--- config.mk ---
export PLATFORM = sky130hd
export DESIGN_NAME = gpio_irq_aggr
export DESIGN_NICKNAME = d
export VERILOG_FILES = /design/src/rtl/gpio_aggr_pkg.sv /design/src/rtl/gpio_sum_reduce.sv /design/src/rtl/gpio_parent_arm.sv /design/src/rtl/gpio_irq_aggr.sv
export SDC_FILE = /design/constraint.sdc
export NUM_CORES = 1
export LEC_CHECK = 0
export ABC_AREA = 1
export BUFFER_PORTS_ARGS = -buffer_cell sky130_fd_sc_hd__clkbuf_2
export CAP_MARGIN = 0
export CORE_AREA = 2 2 171 173
export CTS_CLUSTER_SIZE = 30
export DETAILED_ROUTE_END_ITERATION = 10
export DIE_AREA = 0 0 173 175
export GPL_ROUTABILITY_DRIVEN = 0
export PLACE_DENSITY = 0.38
export SETUP_SLACK_MARGIN = 0.5
export SLEW_MARGIN = 20
export SYNTH_ARGS = -nofsm -noshare
export SYNTH_HDL_FRONTEND = slang
export SYNTH_SLANG_ARGS = --single-unit
--- constraint.sdc ---
create_clock -name clk -period 1.1 [get_ports clk]
set_clock_uncertainty 0.15 [all_clocks]
set_input_delay 0.11 -clock clk [delete_from_list [all_inputs] [get_ports clk]]
set_output_delay 0.11 -clock clk [all_outputs]
set_load 0.05 [all_outputs]
--- src/rtl/gpio_aggr_pkg.sv ---
package gpio_aggr_pkg;
  localparam int unsigned WORD_SUM_LO = 0;
  localparam int unsigned WORD_SUM_HI = 1;
  localparam int unsigned WORD_MASTER = 2;

  // number of summary bits needed to cover a pin count
  function automatic int unsigned group_count(input int unsigned pins, input int unsigned per);
    return (pins + per - 1) / per;
  endfunction

  // summary bit that a given pin feeds
  function automatic int unsigned group_of_pin(input int unsigned pin, input int unsigned per);
    return pin / per;
  endfunction
endpackage

--- src/rtl/gpio_sum_reduce.sv ---
module gpio_sum_reduce
  import gpio_aggr_pkg::*;
#(
  parameter int unsigned NUM_PINS = 184,
  parameter int unsigned GROUP    = 4,
  parameter int unsigned SUM_W    = 64
) (
  input  logic [NUM_PINS-1:0] irq_sts,
  input  logic [NUM_PINS-1:0] wake_sts,
  output logic [SUM_W-1:0]    sum_next
);
  localparam int unsigned NGRP  = group_count(NUM_PINS, GROUP);
  localparam int unsigned PAD_W = NGRP * GROUP;

  logic [PAD_W-1:0] hit_pad;

  always_comb begin
    hit_pad = '0;
    hit_pad[NUM_PINS-1:0] = irq_sts | wake_sts;
  end

  for (genvar g = 0; g < SUM_W; g++) begin : g_bit
    if (g < NGRP) begin : g_live
      assign sum_next[g] = |hit_pad[g*GROUP +: GROUP];
    end else begin : g_dead
      assign sum_next[g] = 1'b0;
    end
  end
endmodule

--- src/rtl/gpio_parent_arm.sv ---
module gpio_parent_arm (
  input  logic clk,
  input  logic rst_n,
  input  logic sum_any,
  input  logic eoi_wr,
  output logic parent_irq,
  output logic armed
);
  logic fire;

  assign fire = (armed || eoi_wr) && sum_any;

  always_ff @(posedge clk or negedge rst_n) begin
    if (!rst_n) begin
      parent_irq <= 1'b0;
      armed      <= 1'b1;
    end else begin
      parent_irq <= fire;
      armed      <= fire ? 1'b0 : (armed || eoi_wr);
    end
  end

  // armed line with pending status fires on the next edge
  p_fire_r4: assert property (@(posedge clk) disable iff (!rst_n)
    armed && sum_any |=> parent_irq);
  // a pulse is one cycle unless an EOI arrives with it
  p_one_pulse_r5: assert property (@(posedge clk) disable iff (!rst_n)
    parent_irq && !eoi_wr |=> !parent_irq);
  // disarmed line without EOI stays low
  p_quiet_r5: assert property (@(posedge clk) disable iff (!rst_n)
    !armed && !eoi_wr |=> !parent_irq);
  // EOI with pending status refires at once
  p_eoi_refire_r6: assert property (@(posedge clk) disable iff (!rst_n)
    eoi_wr && sum_any |=> parent_irq);
  // EOI with nothing pending leaves the line armed
  p_eoi_rearm_r7: assert property (@(posedge clk) disable iff (!rst_n)
    eoi_wr && !sum_any |=> armed && !parent_irq);
endmodule

--- src/rtl/gpio_irq_aggr.sv ---
module gpio_irq_aggr
  import gpio_aggr_pkg::*;
#(
  parameter int unsigned NUM_PINS = 184,
  parameter int unsigned GROUP    = 4,
  parameter int unsigned REG_W    = 32,
  parameter int unsigned ADDR_W   = 2,
  parameter int unsigned EOI_BIT  = 0
) (
  input  logic                clk,
  input  logic                rst_n,
  input  logic [NUM_PINS-1:0] pin_irq_sts,
  input  logic [NUM_PINS-1:0] pin_wake_sts,
  input  logic [ADDR_W-1:0]   reg_addr,
  input  logic                reg_wr,
  input  logic [REG_W-1:0]    reg_wdata,
  output logic [REG_W-1:0]    reg_rdata,
  output logic                parent_irq
);
  localparam int unsigned SUM_W = 2 * REG_W;
  localparam logic [ADDR_W-1:0] A_LO = ADDR_W'(WORD_SUM_LO);
  localparam logic [ADDR_W-1:0] A_HI = ADDR_W'(WORD_SUM_HI);
  localparam logic [ADDR_W-1:0] A_MS = ADDR_W'(WORD_MASTER);

  logic [SUM_W-1:0] sum_next;
  logic [SUM_W-1:0] sum_q;
  logic             sum_any;
  logic             eoi_wr;
  logic             armed;
  logic             unused_wdata;

  gpio_sum_reduce #(
    .NUM_PINS(NUM_PINS), .GROUP(GROUP), .SUM_W(SUM_W)
  ) u_reduce (
    .irq_sts (pin_irq_sts),
    .wake_sts(pin_wake_sts),
    .sum_next(sum_next)
  );

  always_ff @(posedge clk or negedge rst_n) begin
    if (!rst_n) sum_q <= '0;
    else        sum_q <= sum_next;
  end

  assign sum_any      = |sum_q;
  assign eoi_wr       = reg_wr && (reg_addr == A_MS) && reg_wdata[EOI_BIT];
  assign unused_wdata = ^reg_wdata;

  gpio_parent_arm u_arm (
    .clk       (clk),
    .rst_n     (rst_n),
    .sum_any   (sum_any),
    .eoi_wr    (eoi_wr),
    .parent_irq(parent_irq),
    .armed     (armed)
  );

  always_comb begin
    case (reg_addr)
      A_LO:    reg_rdata = sum_q[REG_W-1:0];
      A_HI:    reg_rdata = sum_q[SUM_W-1:REG_W];
      default: reg_rdata = '0;
    endcase
  end

  // any live group in the reducer shows as pending one edge later
  p_track_r1: assert property (@(posedge clk) disable iff (!rst_n)
    (|sum_next) |=> sum_any);
  // master word never reads back a value
  p_master_rd_r8: assert property (@(posedge clk) disable iff (!rst_n)
    (reg_addr == A_MS) |-> (reg_rdata == '0));
  // a disarmed line only follows a pulse or stays low
  p_reset_arm_r9: assert property (@(posedge clk) disable iff (!rst_n)
    parent_irq |-> !armed || eoi_wr || $past(eoi_wr));
endmodule

# Word-level counts from Yosys, hierarchy flattened
# Index checks and enable logic that the tools add are counted.
# op_classes
eq_ne	2
mux	2
bitwise	1
n_reduce_logical	52
# op_table
cell	n
$or A184 B184 Y184	1
$reduce_or A4 Y1	46
$pmux W32 S2	1
$reduce_or A46 Y1	1
$logic_and A1 B1 Y1	3
$eq A2 B1 Y1 const B	1
$eq A2 B2 Y1 const B	1
$logic_not A2 Y1	1
$logic_or A1 B1 Y1	1
$mux W1	1
# totals
reg_bits	48
inputBits	405
output_inout_bits	33
word_cells	60

# Logic depth before layout (Yosys ltp)
# depth
ltp_word	6
mapped_depth	7
ltp_nobuf	7

# Hierarchy
# A second synthesis with hierarchy kept.
# hier_totals
hier_cells	952
area_unflattened_um2	5268.8
# by_module_without_submodules
mod	n_inst	cells_per_inst	area_per_inst_um2	seq_area_each_um2
gpio_sum_reduce	1	709	2728.9	0.0
gpio_irq_aggr	1	237	2473.6	1601.5
gpio_parent_arm	1	6	66.3	51.3

# Least setup slack after synthesis
# OpenSTA, ideal clock, no wires.
# synth_timing
path_type	input port to output port
startpoint	input port reg_addr[1]
endpoint	output port reg_rdata[10]
arrival_ps	1552
required_time_ps	840
path_slack_ps	-712
stages	3
path_cell_list	or2_1 -> buf_6 -> o21ai_0
# synth_between
elab_chain_cells	2
word_cells_on_any_way	3
# synth_rtl
element	line	rtl
start: declaration	gpio_irq_aggr.sv:14	input logic [ADDR_W-1:0] reg_addr,
$eq A2 B1 Y1 or $logic_not A2 Y1 (tied branches)	gpio_irq_aggr.sv:59	case (reg_addr)
$pmux W32 S2 *	gpio_irq_aggr.sv:59	
end: declaration	gpio_irq_aggr.sv:17	output logic [REG_W-1:0] reg_rdata,
# Mark *: on every way between the ends. The rest lies on a longest branch, timed or not.

# Worst setup path in the final report
# layout_timing
startpoint	register sum_q[13]
endpoint	output port reg_rdata[13]
# layout_between
elab_chain_cells	1
# layout_rtl
element	line	rtl
start: declaration	gpio_irq_aggr.sv:26	logic [SUM_W-1:0] sum_q;
start signal: assignment	gpio_irq_aggr.sv:42	else sum_q <= sum_next;
$pmux W32 S2	gpio_irq_aggr.sv:59	
# No other way between the ends.

==> summary.md <==
| Metric | Value |
|---|---|
| Status | complete, but fails checks |
| Failing checks | hold timing, setup timing |
| Warnings from Yosys | 0 |
| Switch share | 0.315 |
| Vias | 4073 |
| Net count after synthesis | 723 |
| Final ANT Viol Nets | 0 |
| Most common cell after layout, fill and taps aside | clkbuf_2 |
| Boundary Pins | 438 |
| Final net count | 1159 |
| Synth Register Bits | 48 |
| Drt pass-1 iters | 5 |
| Clk root buf | clkbuf_16 |
| Leak | 3.20 nW |
| Post-Place Worst Slack | -329 ps |
| Die Y | 175 um |
| Comb power frac | 0.369 |
| Via density | 3.56 |
| Net Sw Power | 1.80 mW |
| Die width | 173 um |
| Synth Area per Inst | 8.08 sq um |
| Crit path capture type | primary output |
| Req. time, crit path | 840 ps |
| Post-DR wirelength/cell | 14.8 um |
| Initial antenna violation count | 4 |
| Fin util | 0.261 |
| Gr ovfl total | 0 |
| Post-route DRC violation count | 0 |
| Clock sink total | 48 |
| Buffers on Ports | 406 |
| Core area | 28400 sq um |
| Startpoint types | flop |
| First-pass GRT wire length | 24.7 mm |
| Tot Pwr | 5.70 mW |
| Worst EP arrival | 1110 ps |
| Min Clock Period, post-route | 1370 ps |
| CTS buffer count | 5 |
| Final hold vios | 96 |
| Setup CP Type | reg2out |
| Gr usage total | 0.110 |
| Dpl hpwl | 15.3 mm |
| Clock power share | 0.320 |
| Fmax | 729 MHz |
| Post-Synthesis Cell Area | 2570 sq um |
| Syn-to-layout area delta | 189% |
| Worst hold margin | -356 ps |
| Max_cap viols | 0 |
| Hold WC Path Type | in2async |
| Vias in the first global route | 4293 |
| Synth Instances | 318 |
| Worst skew pair latency | 300 ps |
| Clock slew at reported path FFs | 70 ps |
| Slew @ Worst Pin | 288 ps |
| Layout cells sized above 1 | 0.805 |
| Die ar. | 30300 sq um |
| Yosys cell types | 16 |
| Period utilization | 1.25 |
| Peak VDD IR | 0.505 mV |
| P per Cell Area | 768 nW/um^2 |
| Seq/Total Area, Yosys | 0.468 |
| Endpoints failing setup | 35 |
| Clock Tree Buf Depth | 2 |
| Register-to-register setup slack | -180 ps |
| DR iter-0 viols | 47 |
| Most frequent cells in the layout | clkbuf_2, nand2_1, nor4_4, dfrtp_1, nor4_2 |
| Pint | 3.90 mW |
| Slew headroom | 0.808 |
| Largest net degree at the start of global routing | 27 |
| Starting density of the core | 0.0905 |
| H-tree depth | 2 |
| Final worst slack | -272 ps |
| CP Max Fanout | 2 |
| Fin. max-slew vios | 0 |
| CTS tree | built |
| RSZ-0062 raised after global routing | true |
| WL final | 16.9 mm |
| Fraction of power consumed by sequential logic | 0.311 |
| Core Rows | 62 |
==> critical path: stages (launching register included) <==
cell     delay (ps)
dfrtp_1         380
buf_4           120
inv_2            30
o21ai_4         130
buf_12          150
==> power by group through the flow <==
stage / clock [mW] / sequential [mW] / combinational, mW
5_1_grt: 2.01 / 1.77 / 2.24
4_1_cts: 1.94 / 1.77 / 2.12
6_report: 1.82 / 1.77 / 2.10
3_3_place_gp: 0 / 1.81 / 2.01
3_5_place_dp: 0 / 1.81 / 2.03
2_1_floorplan: 0 / 1.81 / 0.602
==> registers in the layout, summed over array words and instances (netlist names) <==
signal,cells
sum_q,46
u_arm.parent_irq,1
u_arm.armed,1
==> what timing repair did <==
action,in CTS,in global routing
endpoints found under the hold margin,96,95
setup buffers,3,2
setup endpoints to repair,36,40
cloned,2,0
pin swaps,17,12
gates resized for setup,47,33
==> per-layer routing <==
metal / vias up / part of all wire / track usage / routed length [um]
met5: - / 0 / 0 / 0
met3: 8 / 0.10 / 0.0457 / 1750
met2: 231 / 0.52 / 0.199 / 8770
met1: 1811 / 0.37 / 0.119 / 6310
li1: 2023 / - / - / -
met4: 0 / 0.0076 / 0.0258 / 129
==> final timing paths <==
check / from / endpoint / cells past startpoint
setup / recovery: sum_q[13]$_DFF_PN0_ / reg_rdata[13] / 4
hold / removal: rst_n / sum_q[10]$_DFF_PN0_ / 2
setup reg to reg: sum_q[18]$_DFF_PN0_ / u_arm.armed$_DFF_PN1_ / 6
hold reg to reg: u_arm.armed$_DFF_PN1_ / u_arm.armed$_DFF_PN1_ / 2
max in group asynchronous: rst_n / u_arm.armed$_DFF_PN1_ / 2
min in group clk: pin_irq_sts[161] / sum_q[40]$_DFF_PN0_ / 3
==> kinds of logic (layout without fill, tap and decap cells) <==
logic type	count (synthesis)	after routing	share of synthesized area
flip-flops	48	48	0.468
buffers and inverters	40	476	0.0701
other	0	4	0
AO/OA/AOI/OAI	16	16	0.0506
AND/OR/NAND/NOR	214	215	0.411
==> through the flow <==
stage | setup TNS, ps | area [sq um] | hold slack, ps | std cells
final | -6440 | 7420 | -356 | 1143
after global routing | -7910 | 7410 | -351 | 1140
after CTS | -7670 | 7320 | -366 | 1137
after detailed placement | -7980 | 6920 | -32.3 | 1124
after global placement | -8060 | 6920 | -39.3 | 1124
after floorplan | -2630 | 3780 | -336 | 318
==> synthesized netlist by cell type (all sizes together) <==
| master | count | share of area |
|---|---|---|
| buf | 4 | 0.018 |
| o22ai | 1 | 0.0049 |
| dfrtp | 47 | 0.46 |
| nand3 | 13 | 0.025 |
| nand4 | 2 | 0.0049 |
| a21oi | 1 | 0.0019 |
| inv | 34 | 0.050 |
| or2 | 1 | 0.0024 |
| nor4 | 92 | 0.22 |
| dfstp | 1 | 0.010 |
| a31oi | 1 | 0.0024 |
| clkbuf | 2 | 0.0029 |
| nor2 | 48 | 0.070 |
| nand2 | 58 | 0.085 |
| o21ai | 13 | 0.041 |
==> final cells by class <==
cell class,instances,area [sq um]
Inverter,34,128
Multi-Input combinational cell,231,2550
Antenna cell,4,10.0
Fill cell,3065,21000
Clock inverter,2,35.0
Clock buffer,6,129
Sequential cell,48,1200
Timing Repair Buffer,434,2890
Tap cell,384,480
No activity file was read; power rests on OpenSTA's default activity.
